[src/rtl/scl_tim_pkg.sv]
package scl_tim_pkg;
  localparam int CODE_W = 6;
  localparam int IDX_W  = 3;
  localparam int TAB_W  = 8;

  typedef enum logic [1:0] {PH_IDLE, PH_HIGH, PH_LOW} phase_t;

  typedef struct packed {
    logic [TAB_W-1:0] base;
    logic [TAB_W-1:0] step;
  } a_entry_t;

  typedef struct packed {
    logic [TAB_W-1:0] clk_taps;
    logic [TAB_W-1:0] dat_taps;
  } b_entry_t;

  // Index A table: edge offset and tap-to-tap step
  function automatic a_entry_t a_lookup(input logic [IDX_W-1:0] idx);
    a_entry_t e;
    case (idx)
      3'd0:    e = '{base: 8'd4,   step: 8'd1};
      3'd1:    e = '{base: 8'd4,   step: 8'd2};
      3'd2:    e = '{base: 8'd6,   step: 8'd4};
      3'd3:    e = '{base: 8'd6,   step: 8'd8};
      3'd4:    e = '{base: 8'd14,  step: 8'd16};
      3'd5:    e = '{base: 8'd30,  step: 8'd32};
      3'd6:    e = '{base: 8'd62,  step: 8'd64};
      default: e = '{base: 8'd126, step: 8'd128};
    endcase
    return e;
  endfunction

  // Index B table: clock tap count and data tap count
  function automatic b_entry_t b_lookup(input logic [IDX_W-1:0] idx);
    b_entry_t e;
    case (idx)
      3'd0:    e = '{clk_taps: 8'd9,  dat_taps: 8'd3};
      3'd1:    e = '{clk_taps: 8'd10, dat_taps: 8'd3};
      3'd2:    e = '{clk_taps: 8'd12, dat_taps: 8'd4};
      3'd3:    e = '{clk_taps: 8'd15, dat_taps: 8'd4};
      3'd4:    e = '{clk_taps: 8'd5,  dat_taps: 8'd1};
      3'd5:    e = '{clk_taps: 8'd6,  dat_taps: 8'd1};
      3'd6:    e = '{clk_taps: 8'd7,  dat_taps: 8'd2};
      default: e = '{clk_taps: 8'd8,  dat_taps: 8'd2};
    endcase
    return e;
  endfunction
endpackage

[src/rtl/scl_div_decode.sv]
module scl_div_decode
  import scl_tim_pkg::*;
#(
  parameter int HALF_W = 11,
  parameter int HOLD_W = 10
) (
  input  logic [CODE_W-1:0] code,
  output logic [HALF_W-1:0] half_len,
  output logic [HOLD_W-1:0] hold_len
);
  logic [IDX_W-1:0] idx_a;
  logic [IDX_W-1:0] idx_b;
  a_entry_t ea;
  b_entry_t eb;
  int unsigned half_i;
  int unsigned hold_i;

  // the scrambled bit groups
  assign idx_a = code[4:2];
  assign idx_b = {code[5], code[1], code[0]};

  always_comb begin
    ea     = a_lookup(idx_a);
    eb     = b_lookup(idx_b);
    half_i = 32'(ea.base) + (32'(eb.clk_taps) - 32'd1) * 32'(ea.step) + 32'd2;
    hold_i = 32'(ea.base) + (32'(eb.dat_taps) - 32'd1) * 32'(ea.step) + 32'd3;
    half_len = HALF_W'(half_i);
    hold_len = HOLD_W'(hold_i);
  end

  // the hold must end inside the low half-period
  always_comb begin
    assert_hold_inside_low_R4: assert (32'(hold_len) < 32'(half_len));
  end
endmodule

[src/rtl/scl_phase_gen.sv]
module scl_phase_gen
  import scl_tim_pkg::*;
#(
  parameter int HALF_W = 11,
  parameter int HOLD_W = 10
) (
  input  logic              clk,
  input  logic              rst,
  input  logic              enable,
  input  logic              run,
  input  logic [HALF_W-1:0] half_in,
  input  logic [HOLD_W-1:0] hold_in,
  output logic              scl,
  output logic              fall_stb,
  output logic [HOLD_W-1:0] hold_q
);
  localparam logic [HALF_W-1:0] ONE_H = HALF_W'(1);

  phase_t            st_q;
  logic [HALF_W-1:0] cnt_q;
  logic [HALF_W-1:0] half_q;
  logic              last_cnt;

  assign last_cnt = (cnt_q == half_q - ONE_H);

  always_ff @(posedge clk) begin
    if (rst) begin
      st_q     <= PH_IDLE;
      cnt_q    <= '0;
      half_q   <= '0;
      hold_q   <= '0;
      scl      <= 1'b1;
      fall_stb <= 1'b0;
    end else begin
      fall_stb <= 1'b0;
      if (!enable) begin
        st_q  <= PH_IDLE;
        cnt_q <= '0;
        scl   <= 1'b1;
      end else begin
        case (st_q)
          PH_IDLE: begin
            scl <= 1'b1;
            if (run) begin
              half_q <= half_in;   // latched only here
              hold_q <= hold_in;
              cnt_q  <= '0;
              st_q   <= PH_HIGH;
            end
          end
          PH_HIGH: begin
            if (last_cnt) begin
              st_q     <= PH_LOW;
              cnt_q    <= '0;
              scl      <= 1'b0;
              fall_stb <= 1'b1;
            end else begin
              cnt_q <= cnt_q + ONE_H;
            end
          end
          PH_LOW: begin
            if (last_cnt) begin
              cnt_q <= '0;
              scl   <= 1'b1;
              st_q  <= run ? PH_HIGH : PH_IDLE;
            end else begin
              cnt_q <= cnt_q + ONE_H;
            end
          end
          default: begin
            st_q <= PH_IDLE;
            scl  <= 1'b1;
          end
        endcase
      end
    end
  end

  assert_fall_marks_drop_R5: assert property (@(posedge clk) disable iff (rst)
    fall_stb |-> (!scl && $past(scl)));

  assert_fall_single_R5: assert property (@(posedge clk) disable iff (rst)
    fall_stb |=> !fall_stb);

  assert_off_quiet_R9: assert property (@(posedge clk) disable iff (rst)
    !enable |=> (scl && !fall_stb));

  assert_cfg_frozen_R7: assert property (@(posedge clk) disable iff (rst)
    (st_q != PH_IDLE) |=> (st_q == PH_IDLE || $stable(half_q)));
endmodule

[src/rtl/sda_hold_gen.sv]
module sda_hold_gen #(
  parameter int HOLD_W = 10
) (
  input  logic              clk,
  input  logic              rst,
  input  logic              enable,
  input  logic              fall_stb,
  input  logic [HOLD_W-1:0] hold_q,
  output logic              sda_stb
);
  localparam logic [HOLD_W-1:0] ONE_D = HOLD_W'(1);

  logic              active_q;
  logic [HOLD_W-1:0] hcnt_q;

  always_ff @(posedge clk) begin
    if (rst || !enable) begin
      active_q <= 1'b0;
      hcnt_q   <= '0;
      sda_stb  <= 1'b0;
    end else begin
      sda_stb <= 1'b0;
      if (fall_stb) begin
        active_q <= 1'b1;
        hcnt_q   <= ONE_D;
      end else if (active_q) begin
        if (hcnt_q == hold_q - ONE_D) begin
          sda_stb  <= 1'b1;
          active_q <= 1'b0;
        end else begin
          hcnt_q <= hcnt_q + ONE_D;
        end
      end
    end
  end

  assert_hcnt_bound_R4: assert property (@(posedge clk) disable iff (rst)
    active_q |-> (hcnt_q < hold_q));

  assert_strobes_apart_R4: assert property (@(posedge clk) disable iff (rst)
    sda_stb |-> !fall_stb);

  assert_sda_off_R9: assert property (@(posedge clk) disable iff (rst)
    !enable |=> !sda_stb);
endmodule

[src/rtl/scl_timing_gen.sv]
module scl_timing_gen
  import scl_tim_pkg::*;
#(
  parameter int HALF_W = 11,
  parameter int HOLD_W = 10
) (
  input  logic              clk,
  input  logic              rst,
  input  logic              enable,
  input  logic [CODE_W-1:0] div_code,
  input  logic              run,
  output logic              scl_o,
  output logic              scl_fall_o,
  output logic              sda_chg_o
);
  logic [HALF_W-1:0] half_len;
  logic [HOLD_W-1:0] hold_len;
  logic [HOLD_W-1:0] hold_lat;

  scl_div_decode #(.HALF_W(HALF_W), .HOLD_W(HOLD_W)) u_dec (
    .code     (div_code),
    .half_len (half_len),
    .hold_len (hold_len)
  );

  scl_phase_gen #(.HALF_W(HALF_W), .HOLD_W(HOLD_W)) u_phase (
    .clk      (clk),
    .rst      (rst),
    .enable   (enable),
    .run      (run),
    .half_in  (half_len),
    .hold_in  (hold_len),
    .scl      (scl_o),
    .fall_stb (scl_fall_o),
    .hold_q   (hold_lat)
  );

  sda_hold_gen #(.HOLD_W(HOLD_W)) u_hold (
    .clk      (clk),
    .rst      (rst),
    .enable   (enable),
    .fall_stb (scl_fall_o),
    .hold_q   (hold_lat),
    .sda_stb  (sda_chg_o)
  );

  assert_reset_state_R6: assert property (@(posedge clk)
    rst |=> (scl_o && !scl_fall_o && !sda_chg_o));
endmodule

[config.mk]
export PLATFORM = sky130hd
export DESIGN_NAME = scl_timing_gen
export DESIGN_NICKNAME = d
export VERILOG_FILES = /design/src/rtl/scl_tim_pkg.sv /design/src/rtl/scl_div_decode.sv /design/src/rtl/scl_phase_gen.sv /design/src/rtl/sda_hold_gen.sv /design/src/rtl/scl_timing_gen.sv
export SDC_FILE = /design/constraint.sdc
export NUM_CORES = 1
export LEC_CHECK = 0
export BUFFER_PORTS_ARGS = -buffer_cell sky130_fd_sc_hd__clkbuf_2
export CORE_ASPECT_RATIO = 2
export CORE_MARGIN = 4
export CORE_UTILIZATION = 40
export CTS_CLUSTER_SIZE = 8
export DETAILED_ROUTE_END_ITERATION = 10
export PLACE_DENSITY = 0.65
export SLEW_MARGIN = 20
export SYNTH_ARGS = -nofsm -noshare
export SYNTH_HDL_FRONTEND = slang
export SYNTH_HIERARCHICAL = 1
export SYNTH_SLANG_ARGS = --single-unit
[constraint.sdc]
create_clock -name clk -period 11.5 [get_ports clk]
set_input_delay 1.15 -clock clk [delete_from_list [all_inputs] [get_ports clk]]
set_output_delay 1.15 -clock clk [all_outputs]
set_load 0.01 [all_outputs]
==> Word level (Yosys, flattened, before mapping) <==
Index checks and enable logic that the tools add are counted.
{ "totals": {"reg_bits": 48, "input_bits": 10, "output_inout_bits": 3, "word_cells": 85} }
{ "op_classes": {"addsub": 10, "n_mul": 2, "n_eq_ne": 20, "n_mux": 21, "n_bitwise": 4, "reduce_logical": 18} }
{ "ops": {"columns": ["operator", "count"], "rows": [
  ["one-hot mux 15 bit (7 select lines)", 1],
  ["one-hot mux 12 bit (7 select lines)", 1],
  ["multiplier 32 x 8 -> 10 bit", 1],
  ["multiplier 32 x 8 -> 11 bit", 1],
  ["2-to-1 mux 11 bit", 2],
  ["one-hot mux 11 bit (2 select lines)", 1],
  ["equality test 3 bit, second input constant", 6],
  ["equality test 3 x 2 -> 1 bit, second input constant", 4],
  ["adder 11 x 1 -> 11 bit, second input constant", 1],
  ["adder 11 x 2 -> 11 bit, second input constant", 1],
  ["adder 7 x 11 -> 11 bit", 1],
  ["equality test 11 bit", 1],
  ["2-to-1 mux 1 bit", 11],
  ["subtractor 11 x 1 -> 11 bit, second input constant", 1],
  ["adder 10 x 1 -> 10 bit, second input constant", 1],
  ["adder 10 x 2 -> 10 bit, second input constant", 1],
  ["adder 7 x 10 -> 10 bit", 1],
  ["equality test 10 bit", 1],
  ["subtractor 10 x 1 -> 10 bit, second input constant", 1],
  ["subtractor 8 x 1 -> 9 bit, second input constant", 1],
  ["AND reduction 2 bit", 4],
  ["equality test 3 x 1 -> 1 bit, second input constant", 2],
  ["zero test 3 bit", 2],
  ["2-to-1 mux 2 bit", 3],
  ["15 further kinds", 25]
]} }

==> Depth between registers and ports, before layout <==
Gate-level depths: netlist of the first run.
{ "depth": {"depth_word": 6, "mapped_depth": 22, "depth_no_buf": 22} }

==> Cells and area by module <==
The synthesis of the first run kept the hierarchy.
{ "modules_own_cells": {"columns": ["mod", "instances", "cells_per_inst", "area_each_um2", "seq_area_each_um2"], "rows": [
  ["scl_div_decode", 1, 338, 2924.1, 0.0],
  ["scl_phase_gen", 1, 248, 1995.7, 720.7],
  ["sda_hold_gen", 1, 114, 922.1, 240.2]
]} }

==> Least setup slack after synthesis of the first run <==
Ideal clock, no wire load.
{ "synth_path": {"path_type": "input to register", "from": "input port div_code[5]", "to": "register u_phase.half_q[9]", "setup_ps": 70, "arrival_time_ps": 5924, "required_ps": 11430, "setup_slack_ps": 5505, "stages": 20, "path_buffers": 0, "path_cell_list": "nand2b_1 -> xor2_1 -> inv_2 -> ha_1 -> xor2_1 -> nand2b_1 -> fa_1 -> fa_1 -> inv_1 -> fa_1 -> inv_1 -> fa_1 -> inv_1 -> ha_1 -> a31o_1 -> a21o_1 -> a21o_1 -> o311ai_1 -> nand2_1 -> a21oi_1"} }
{ "synth_between": {"elab_chain_len": 6, "word_cells_on_any_way": 12, "cone_classes": "add/sub: 3; mul: 1; eq/ne: 6; mux: 1; reduce/logical: 1"} }
{ "synth_lines": {"columns": ["element", "line_no", "text"], "rows": [
  ["from (decl)", "scl_timing_gen.sv:10", "input logic [CODE_W-1:0] div_code,"],
  ["equality test 3 bit (tied with other cells)", "scl_tim_pkg.sv:37", "case (idx)"],
  ["one-hot mux 12 bit (7 select lines) *", "scl_tim_pkg.sv:37", null],
  ["subtractor 4 x 1 -> 5 bit *", "scl_div_decode.sv:25", "half_i = 32'(ea.base) + (32'(eb.clk_taps) - 32'd1) * 32'(ea.step) + 32'd2;"],
  ["multiplier 32 x 8 -> 11 bit *", "scl_div_decode.sv:25", null],
  ["adder 7 x 11 -> 11 bit *", "scl_div_decode.sv:25", null],
  ["adder 11 x 2 -> 11 bit *", "scl_div_decode.sv:25", null],
  ["via half_len[9]", "scl_timing_gen.sv:16", "logic [HALF_W-1:0] half_len;"],
  ["to (signal assigned)", "scl_phase_gen.sv:45", "half_q <= half_in;"],
  ["to (decl)", "scl_phase_gen.sv:21", "logic [HALF_W-1:0] half_q;"]
]} }
Mark *: on every way through the listed nets, which the timed path passes. The rest lies on a longest branch.
A chain may end at the register's enable or synchronous reset.

==> Worst setup path after layout of the first run <==
{ "layout_path": {"from": "input port div_code[5]", "to": "register u_phase.half_q[10]"} }
Same word-level chain as after synthesis.

==> results of run 1 <==
==> synth_stat cells, types with 3 or more instances <==
cell type,n
a21o_1,6
a211oi_2,6
or3_1,10
xnor2_2,4
nand2_1,74
nor4_1,3
o21ai_1,10
or2_2,6
nor2b_1,4
nand4_1,6
o211ai_1,5
inv_1,81
o31ai_1,4
nor2_1,72
buf_2,3
clkbuf_1,13
o31ai_2,3
nand3b_1,3
buf_6,4
and3_1,8
nor4_2,3
and2_1,4
xnor2_1,31
fa_1,50
buf_1,4
a21oi_1,39
or4_1,5
dfxtp_1,48
nand2b_1,13
nand3_1,19
ha_1,61
nor3_1,16
xor2_1,28
o21ai_0,6
==> layout by cell type, fill, tap and decap left out, types with 8 or more instances in the layout <==
| cell type | netlist | final |
|---|---|---|
| and3_1 | 8 | 8 |
| nand2b_1 | 13 | 13 |
| a21oi_1 | 39 | 39 |
| nor2_1 | 72 | 72 |
| xor2_1 | 28 | 28 |
| dfxtp_1 | 48 | 48 |
| inv_1 | 81 | 81 |
| xnor2_1 | 31 | 31 |
| fa_1 | 50 | 50 |
| o21ai_1 | 10 | 10 |
| ha_1 | 61 | 61 |
| or3_1 | 10 | 10 |
| nor3_1 | 16 | 16 |
| clkbuf_2 | 1 | 12 |
| nand3_1 | 19 | 19 |
| conb_1 | 2 | 17 |
| nand2_1 | 74 | 74 |
==> logic make-up after synthesis <==
logic type | count (synthesis) | synth area share
adders and majority gates | 111 | 0.302
buffers and inverters | 110 | 0.0777
other | 2 | 0.00129
and+or+nand+nor | 262 | 0.226
muxes | 2 | 0.00343
DFF | 48 | 0.164
xor gates and xnor gates | 63 | 0.0996
AOI/OAI and AO/OA | 102 | 0.126
==> power groups by stage <==
stage	sequential [mW]	clock [mW]	combinational, mW
after floorplan	0.194	0	0.333
after global placement	0.198	0	0.388
after detailed placement	0.198	0	0.393
after CTS	0.194	0.146	0.397
after global routing	0.197	0.152	0.451
final	0.194	0.141	0.391
==> flip-flops by register name, indices dropped and copies added (netlist names) <==
| signal | cells |
|---|---|
| u_phase/half_q | 11 |
| u_phase/cnt_q | 11 |
| u_phase/fall_stb | 1 |
| u_phase/scl | 1 |
| u_hold/active_q | 1 |
| u_hold/sda_stb | 1 |
| u_hold/hcnt_q | 10 |
| u_phase/hold_q | 10 |
| u_phase/st_q | 2 |
==> metrics by stage <==
| stage | instance area, sq um | worst slack, ns | hold WS, ns | std cells |
|---|---|---|---|---|
| 2_1_floorplan | 5900 | 5.51 | 0.448 | 715 |
| 3_3_place_gp | 6070 | 5.04 | 0.466 | 894 |
| 3_5_place_dp | 6070 | 4.84 | 0.465 | 894 |
| 4_1_cts | 6200 | 5.14 | 0.474 | 901 |
| 5_1_grt | 6200 | 4.76 | 0.498 | 901 |
| 6_report | 6200 | 5.14 | 0.471 | 901 |
==> layer usage <==
metal / routed length, microns / track usage
met1: 4270 / 0.149
met2: 6790 / 0.308
met3: 191 / 0.0105
met4: 314 / 0.0581
met5: 0 / 0
==> worst min-delay path by stage <==
stage / startpoint / to / cells past startpoint
floorplan: u_phase/half_q[10] / u_phase/half_q[10] / 2
global placement: u_phase/hold_q[9] / u_phase/hold_q[9] / 2
detailed placement: u_phase/hold_q[9] / u_phase/hold_q[9] / 2
CTS: u_phase/hold_q[9] / u_phase/hold_q[9] / 2
global route: u_phase/half_q[10] / u_phase/half_q[10] / 2
finish: u_phase/hold_q[9] / u_phase/hold_q[9] / 2
==> final cells by class <==
type,count,area (sq um),share of cell area
Clock buffer,6,129,0.0208
Clock inverter,1,5.00,0.000807
Inverter,84,318,0.0512
Multi-Input combinational cell,557,4480,0.723
Sequential cell,48,961,0.155
Tap cell,192,240,0.0387
Timing Repair Buffer,13,67.6,0.0109
==> tightest hold or removal path: stages (launching register included) <==
cell and delay, ns:
dfxtp_1 0.32, nand2_1 0.05, a21oi_1 0.05
==> flow_metrics.tcl, run 1 <==
set metrics [dict create \
    wl_per_cell_microns 12.8 \
    hp-class "reg2reg" \
    synth-edff-count 0 \
    via_count 4543 \
    io_buffers 12 \
    route.final.wire_length_mm 11.6 \
    finalSetupTns_ns 0 \
    crit_cells 22 \
    grt_pass1_wl_mm 20.5 \
    ff2ff_path_depth 8 \
    max_stage_delay_ns 0.54 \
    gp_congestion 0.889 \
    startpoint "div_code[5]" \
    slew_headroom 0.485 \
    seq_area_frac_synth 0.164 \
    final-hold-violation-count 0 \
    dp_hpwl_mm 9.76 \
    p_comb_frac 0.539 \
    status "completed" \
    dr.first_iter.drc_count 186 \
    fin_crit_sh 0.553 \
    root_buffer "clkbuf_16" \
    diodes 0 \
    critPathCaptureType "register" \
    areaGrowthSynthToFinish_pct 6.19 \
    slowest_stage "fa_1" \
    yosysTopAreaCellShare 0.171 \
    cp_max_fo 13 \
    yosys_warnings 6 \
    avgSynthCellArea_sq_um 8.35 \
    coreArea_sq_mm 0.0144 \
    slew_viol_final 0 \
    critical_path_arrival_ns 6.57 \
    layout-drive-gt1-share 0.0846 \
    cap_violations 0 \
    power_mw 0.726 \
    cts_buffers 5 \
    die_y_microns 179 \
    reg2reg_to "u_phase/cnt_q[9]" \
    p_sw_frac 0.406 \
    critPathBufInv 5 \
    clk_latency_ns 0.29 \
    max_freq_ghz 0.157 \
    cp.required_ns 11.72 \
    die_x_microns 93.5 \
    r2r_start "u_phase/half_q[0]" \
    p_int_mw 0.431 \
    cts_htree_levels 2 \
    setup_viol 0 \
    die_area_sq_mm 0.0167 \
    fillers 1482 \
    synth_cell_type_count 75 \
    syn_inst 700 \
    rsz0062_at_grt "false" \
    p_sw_mw 0.295 \
    yosys-top-cells-area "fa_1 (17%), dfxtp_1 (16%), ha_1 (13%), inv_1 (5.2%), nand2_1 (4.8%)" \
    ir_drop_mv 0.0522 \
    power_frac_seq 0.267 \
    max-clock-path-buffers 2 \
    async_flop_share 0 \
    start_util 0.407 \
    p_leak_nw 2.70 \
    cts_tree "built" \
    cp_common_cell "fa_1" \
    fin_crit_ns 6.36 \
    drc 0 \
    crit_path_end "u_phase/half_q[10]" \
    grt_usage 0.149 \
    syn_area_sq_mm 0.00584 \
    grt_start_max_net_pins 25 \
    crit_path_start_kind "primary input" \
    synth_flop_cell "dfxtp_1" \
    viasPerCell 5.04 \
    critical_path_class "in2reg" \
    rows 62 \
    grt_pass1_vias 4637 \
    final_nets 830 \
    ant_nets 0 \
    clock_sinks 48 \
    cts_hold_buf 0 \
    ctsResizeCount 0 \
    drtPass1Iterations 4 \
    antenna_found_initial 0 \
    r2r_setup_slack_ns 8.23 \
    ys_ff_latch 48 \
    clk_pin_slew_ns 0.06 \
    cts_setup_buffers 0 \
    power_frac_clock 0.194 \
    fin_util 0.432 \
    critPathTopFamily "adder cells" \
    pwr_density_cell_mw_per_mm2 117 \
    path_cells "clkbuf_2 > nand2b_1 > xor2_1 > inv_2 > ha_1 > xor2_1 > nand2b_1 > fa_1 > fa_1 > inv_1 > fa_1 > inv_1 > fa_1 > inv_1 > ha_1 > a21o_1 > a21oi_1 > o21ai_1 > o41ai_2 > xnor2_1 > nand2_1 > a21oi_1" \
    tightest_slew_ns 0.771 \
    skew_ns 0.00661 \
    io_pins 13 \
    grt_overflow 0 \
    synth_top_area_cell "fa_1" \
]
No activity file was read; power rests on OpenSTA's default activity.
==> run 2: changes to the inputs <==
- PLACE_DENSITY: 0.65 -> 0.67
- clock period: 11.5 -> 5.3 ns (I/O delays scaled with it)
==> run 2 against run 1 <==
Critical path depth decreased by 1. First-iteration DRC count fell by 24%. Design area grew 2.0%. Die area did not move. Via count increased by 2.5%. Total power grew 120%. Global-route usage rose by 0.30 points. Register-to-register slack worse by 6.2 ns. Combinational power rose by 120%. Critical path type unchanged. Highest routed layer unchanged. Clock-buffer cell count unchanged. Worst hold slack better by 0.010 ns.
==> flow_metrics.tcl, run 2 (same netlist as run 1, synthesis figures left out) <==
set metrics [dict create \
    slowest_stage "fa_1" \
    layout-drive-gt1-share 0.107 \
    route.final.wire_length_mm 11.9 \
    die_y_microns 179 \
    p_leak_nw 2.78 \
    skew_ns 0.00744 \
    max_stage_delay_ns 0.52 \
    max-clock-path-buffers 2 \
    final-hold-violation-count 0 \
    dp_hpwl_mm 10.1 \
    post_layout_nonfiller_instances 914 \
    via_count 4658 \
    critical_path_arrival_ns 5.22 \
    fillers 1470 \
    dr.first_iter.drc_count 142 \
    clock_sinks 48 \
    cts_htree_levels 2 \
    routedLengthMet1_mm 4.28 \
    placed_cells 906 \
    critPathCaptureType "register" \
    io_buffers 12 \
    antenna_found_initial 0 \
    cp_common_cell "ha_1" \
    cts_buffers 5 \
    root_buffer "clkbuf_16" \
    drtPass1Iterations 5 \
    viasPerCell 5.10 \
    p_sw_frac 0.405 \
    fin_crit_ns 5.00 \
    wl_met2_mm 7.13 \
    diodes 0 \
    areaGrowthSynthToFinish_pct 8.29 \
    fin_crit_sh 0.942 \
    cp.required_ns 5.52 \
    p_sw_mw 0.658 \
    cap_violations 0 \
    p_comb_frac 0.539 \
    max_freq_ghz 0.200 \
    ir_drop_mv 0.124 \
    grt_usage 0.152 \
    status "completed" \
    clk_pin_slew_ns 0.07 \
    clk_latency_ns 0.29 \
    fin_util 0.441 \
    grt_start_max_net_pins 25 \
    critical_path_class "in2reg" \
    wl_per_cell_microns 13.0 \
    drc 0 \
    fin_ws_ns 0.305 \
    pwr_density_cell_mw_per_mm2 257 \
    grt_pass1_wl_mm 20.8 \
    slew_viol_final 0 \
    crit_path_start_kind "primary input" \
    tightest_slew_ns 0.798 \
    cp_max_fo 6 \
    ant_nets 0 \
    path_cells "clkbuf_2 > buf_4 > xor2_1 > ha_1 > ha_1 > nor2_1 > fa_1 > ha_1 > ha_1 > inv_1 > fa_1 > inv_1 > fa_1 > ha_1 > a21o_1 > a21oi_2 > o21ai_1 > o41ai_2 > xnor2_1 > nand2_1 > a21oi_1" \
    slew_headroom 0.466 \
    reg.largest.list "u_phase/cnt_q x11, u_phase/half_q x11" \
    start_util 0.407 \
    rows 62 \
    layout_commonest_cell "inv_1" \
    final_nets 842 \
    cts_tree "built" \
    layout_common_cells "inv_1 (81), nand2_1 (74), nor2_1 (71), ha_1 (61), fa_1 (50)" \
    grt_pass1_vias 4735 \
    coreArea_sq_mm 0.0144 \
    die_x_microns 93.5 \
    p_int_mw 0.965 \
    cts_hold_buf 0 \
    power_frac_seq 0.260 \
    route.met3.wl_microns 141 \
    rsz0062_at_grt "false" \
    io_pins 13 \
    topRoutingLayerUsed "met4" \
    gp_congestion 0.823 \
    hp-class "reg2reg" \
    die_area_sq_mm 0.0167 \
    power_frac_clock 0.201 \
    grt_overflow 0 \
    post-place-ws_ns -0.0662 \
    setup_viol 0 \
]
[run 2: cell types whose count changed in the layout (fill, tap and decap cells not counted)]
cell,change
clkbuf_8,+1
xor2_2,+1
nor2_1,-1
o41ai_2,+1
xor2_1,-1
clkbuf_1,-1
o41ai_1,-1
buf_4,+12
clkinv_2,+1
nor2_2,+1
[run 2: metal layers]
| layer | GRT usage | up-vias |
|---|---|---|
| met5 | 0 | - |
| met4 | 0.0587 | 0 |
| met3 | 0.00924 | 19 |
| met2 | 0.322 | 44 |
| met1 | 0.145 | 2249 |
| li1 | - | 2346 |
[run 2: power by group through the flow]
stage          Sequential, mW  Combinational (mW)  Clock, mW
5_1_grt                 0.427                1.01      0.349
3_3_place_gp            0.430               0.857          0
3_5_place_dp            0.431               0.875          0
4_1_cts                 0.422               0.884      0.333
6_report                0.422               0.875      0.326
2_1_floorplan           0.420               0.722          0
[run 2: final timing paths]
kind | slack, ns | to | cells past startpoint | from
max | 0.30 | u_phase/hold_q[9] | 21 | div_code[5]
min | 0.48 | u_phase/hold_q[9] | 2 | u_phase/hold_q[9]
max reg2reg | 1.99 | u_phase/cnt_q[10] | 8 | u_phase/half_q[0]
min reg2reg | 0.48 | u_phase/hold_q[9] | 2 | u_phase/hold_q[9]
[run 2: worst max-delay path, delay by kind of cell]
| family | cells | cell delay (ns) |
|---|---|---|
| fa+ha+maj | 8 | 2.93 |
| xor+xnor | 2 | 0.30 |
| compound gates | 5 | 0.89 |
| simple gates | 2 | 0.23 |
| buf+inv | 4 | 0.34 |
[run 2: repair_timing]
| item | CTS | global route |
|---|---|---|
| hold endpoints to repair | 0 | 0 |
| setup buffers | 0 | 0 |
| resized for setup | 0 | 1 |
| setup endpoints to repair | 0 | 1 |
[run 2: through the flow]
stage,hold WS [ns],TNS [ns],total power [mW],area [sq um]
floorplan,0.448,0,1.14,5910
detailed placement,0.477,-0.0802,1.31,6170
CTS,0.486,0,1.64,6320
global placement,0.461,-0.00911,1.29,6170
finish,0.481,0,1.62,6330
global route,0.513,0,1.78,6330
[run 2: area by class of cell]
cell class	instances	area [sq um]	share of cell area
Clock buffer	6	139	0.0220
Clock inverter	2	10.0	0.00158
Inverter	84	318	0.0502
Multi-Input combinational cell	557	4500	0.711
Sequential cell	48	961	0.152
Tap cell	192	240	0.0380
Timing Repair Buffer	25	158	0.0249
==> run 3: changes to the inputs <==
- CORE_UTILIZATION: 40 -> 25
- PLACE_DENSITY: 0.67 -> 0.5
==> run 3 against run 2 <==
Core utilization fell by 16 points. Sequential share of layout area fell by 0.30 points. Largest cell class unchanged. Critical endpoint unchanged. Non-clock buffer count rose by 4. Clock skew barely moved. Total power barely moved.
==> flow_metrics.tcl, run 3 (same netlist as run 1, synthesis figures left out) <==
set metrics [dict create \
    dr.first_iter.drc_count 132 \
    gp_congestion 0.789 \
    p_int_mw 0.956 \
    drtPass1Iterations 4 \
    pwr_density_cell_mw_per_mm2 251 \
    max-clock-path-buffers 2 \
    ctsResizeCount 0 \
    grt_pass1_wl_mm 22.6 \
    diodes 0 \
    power_frac_seq 0.261 \
    io_buffers 12 \
    slew_viol_final 0 \
    start_util 0.256 \
    critPathCaptureType "register" \
    p_comb_frac 0.540 \
    fin_crit_sh 0.936 \
    grt_pass1_vias 4801 \
    io_pins 13 \
    cp.required_ns 5.52 \
    cts_htree_levels 2 \
    dp_hpwl_mm 10.7 \
    slew_headroom 0.446 \
    cp_max_fo 6 \
    power_mw 1.62 \
    drc 0 \
    path_cells "clkbuf_2 > xor2_1 > ha_1 > ha_1 > nor2_1 > fa_1 > ha_1 > ha_1 > inv_1 > fa_1 > inv_1 > fa_1 > ha_1 > a21o_1 > a21oi_2 > o21ai_1 > o41ai_1 > xnor2_1 > nand2_1 > a21oi_1" \
    p_leak_nw 2.79 \
    status "completed" \
    skew_ns 0.00728 \
    die_x_microns 116 \
    layout-drive-gt1-share 0.110 \
    grt_start_max_net_pins 25 \
    final_nets 846 \
    clk_latency_ns 0.30 \
    max_freq_ghz 0.201 \
    critPathBufInv 3 \
    grt_overflow 0 \
    wl_per_cell_microns 12.6 \
    finalSetupTns_ns 0 \
    cts_buffers 5 \
    cts_hold_buf 0 \
    cts_tree "built" \
    power_frac_clock 0.199 \
    fillers 2526 \
    hp-class "reg2reg" \
    antenna_found_initial 0 \
    root_buffer "clkbuf_16" \
    slowest_stage "fa_1" \
    route.final.wire_length_mm 12.6 \
    critPathTopFamily "adder cells" \
    tightest_slew_ns 0.829 \
    reg.largest.list "u_phase/cnt_q x11, u_phase/half_q x11" \
    layout_common_cells "inv_1 (81), nand2_1 (74), nor2_1 (71), ha_1 (61), fa_1 (50)" \
    ant_nets 0 \
    crit_path_start_kind "primary input" \
    cts_setup_buffers 0 \
    clock_sinks 48 \
    final-hold-violation-count 0 \
    rows 78 \
    areaGrowthSynthToFinish_pct 10.5 \
    clk_pin_slew_ns 0.06 \
    grt_usage 0.105 \
    multiInputGateArea_sq_mm 0.00449 \
    fin_crit_ns 4.96 \
    ff_latch_area_sq_um 961 \
    post_layout_nonfiller_instances 1006 \
    cp_common_cell "ha_1" \
    cap_violations 0 \
    viasPerCell 4.55 \
    die_y_microns 224 \
    p_sw_mw 0.666 \
    setup_viol 0 \
    max_stage_delay_ns 0.52 \
    coreArea_sq_mm 0.0228 \
    die_area_sq_mm 0.0260 \
    via_count 4576 \
    placed_cells 998 \
    critical_path_class "in2reg" \
    layout_commonest_cell "inv_1" \
    p_sw_frac 0.411 \
    ir_drop_mv 0.147 \
    critical_path_arrival_ns 5.18 \
    rsz0062_at_grt "false" \
]
run 3: cell types whose count changed in the layout (fill, tap and decap cells not counted), sizes merged:
cell,delta
buf,+4
clkbuf,-1
clkinv,+1
run 3: worst reg2reg max path, cell delays in order, from the launching register on:
cell      delay (ns)
dfxtp_1         0.36
inv_1           0.08
ha_1            0.42
or3b_2          0.50
or4_1           0.43
xnor2_1         0.17
or4_1           0.69
o21ai_4         0.41
a211oi_2        0.13
run 3: path summary, 6_finish.rpt:
| path | from | to | slack, ns | cells past startpoint |
|---|---|---|---|---|
| worst max-delay path | div_code[1] | u_phase/hold_q[9] | 0.34 | 20 |
| worst min-delay path | u_phase/half_q[10] | u_phase/half_q[10] | 0.47 | 2 |
| worst max register to register | u_phase/half_q[0] | u_phase/cnt_q[10] | 1.97 | 8 |
| worst min register to register | u_phase/half_q[10] | u_phase/half_q[10] | 0.47 | 2 |
run 3: power groups by stage:
| stage | Sequential (mW) | Combinational (mW) | Clock (mW) |
|---|---|---|---|
| after floorplan | 0.420 | 0.722 | 0 |
| after global placement | 0.432 | 0.878 | 0 |
| after detailed placement | 0.433 | 0.880 | 0 |
| after CTS | 0.424 | 0.890 | 0.337 |
| after global routing | 0.428 | 1.02 | 0.345 |
| final | 0.423 | 0.875 | 0.323 |
run 3: layout make-up:
class | instances | area share
Clock buffer | 5 | 0.0194
Clock inverter | 3 | 0.00291
Inverter | 84 | 0.0492
Multi-Input combinational cell | 557 | 0.696
Sequential cell | 48 | 0.149
Tap cell | 280 | 0.0543
Timing Repair Buffer | 29 | 0.0291
run 3: through the flow:
| step | hold WS [ns] | worst slack, ns | utilization | cell area (sq um) |
|---|---|---|---|---|
| after global placement | 0.464 | 0.0577 | 0.276 | 6310 |
| after floorplan | 0.448 | 0.0298 | - | 5910 |
| after CTS | 0.477 | 0.308 | 0.282 | 6450 |
| after global routing | 0.496 | 0.00118 | 0.283 | 6450 |
| final | 0.472 | 0.337 | 0.283 | 6450 |
| after detailed placement | 0.468 | 0.00322 | 0.276 | 6310 |
run 3: routing by layer:
layer | share of wire | vias up | GRT usage
met3 | 0.016 | 12 | 0.00892
met5 | 0 | - | 0
met2 | 0.59 | 34 | 0.213
li1 | - | 2354 | -
met1 | 0.37 | 2176 | 0.109
met4 | 0.021 | 0 | 0.0348
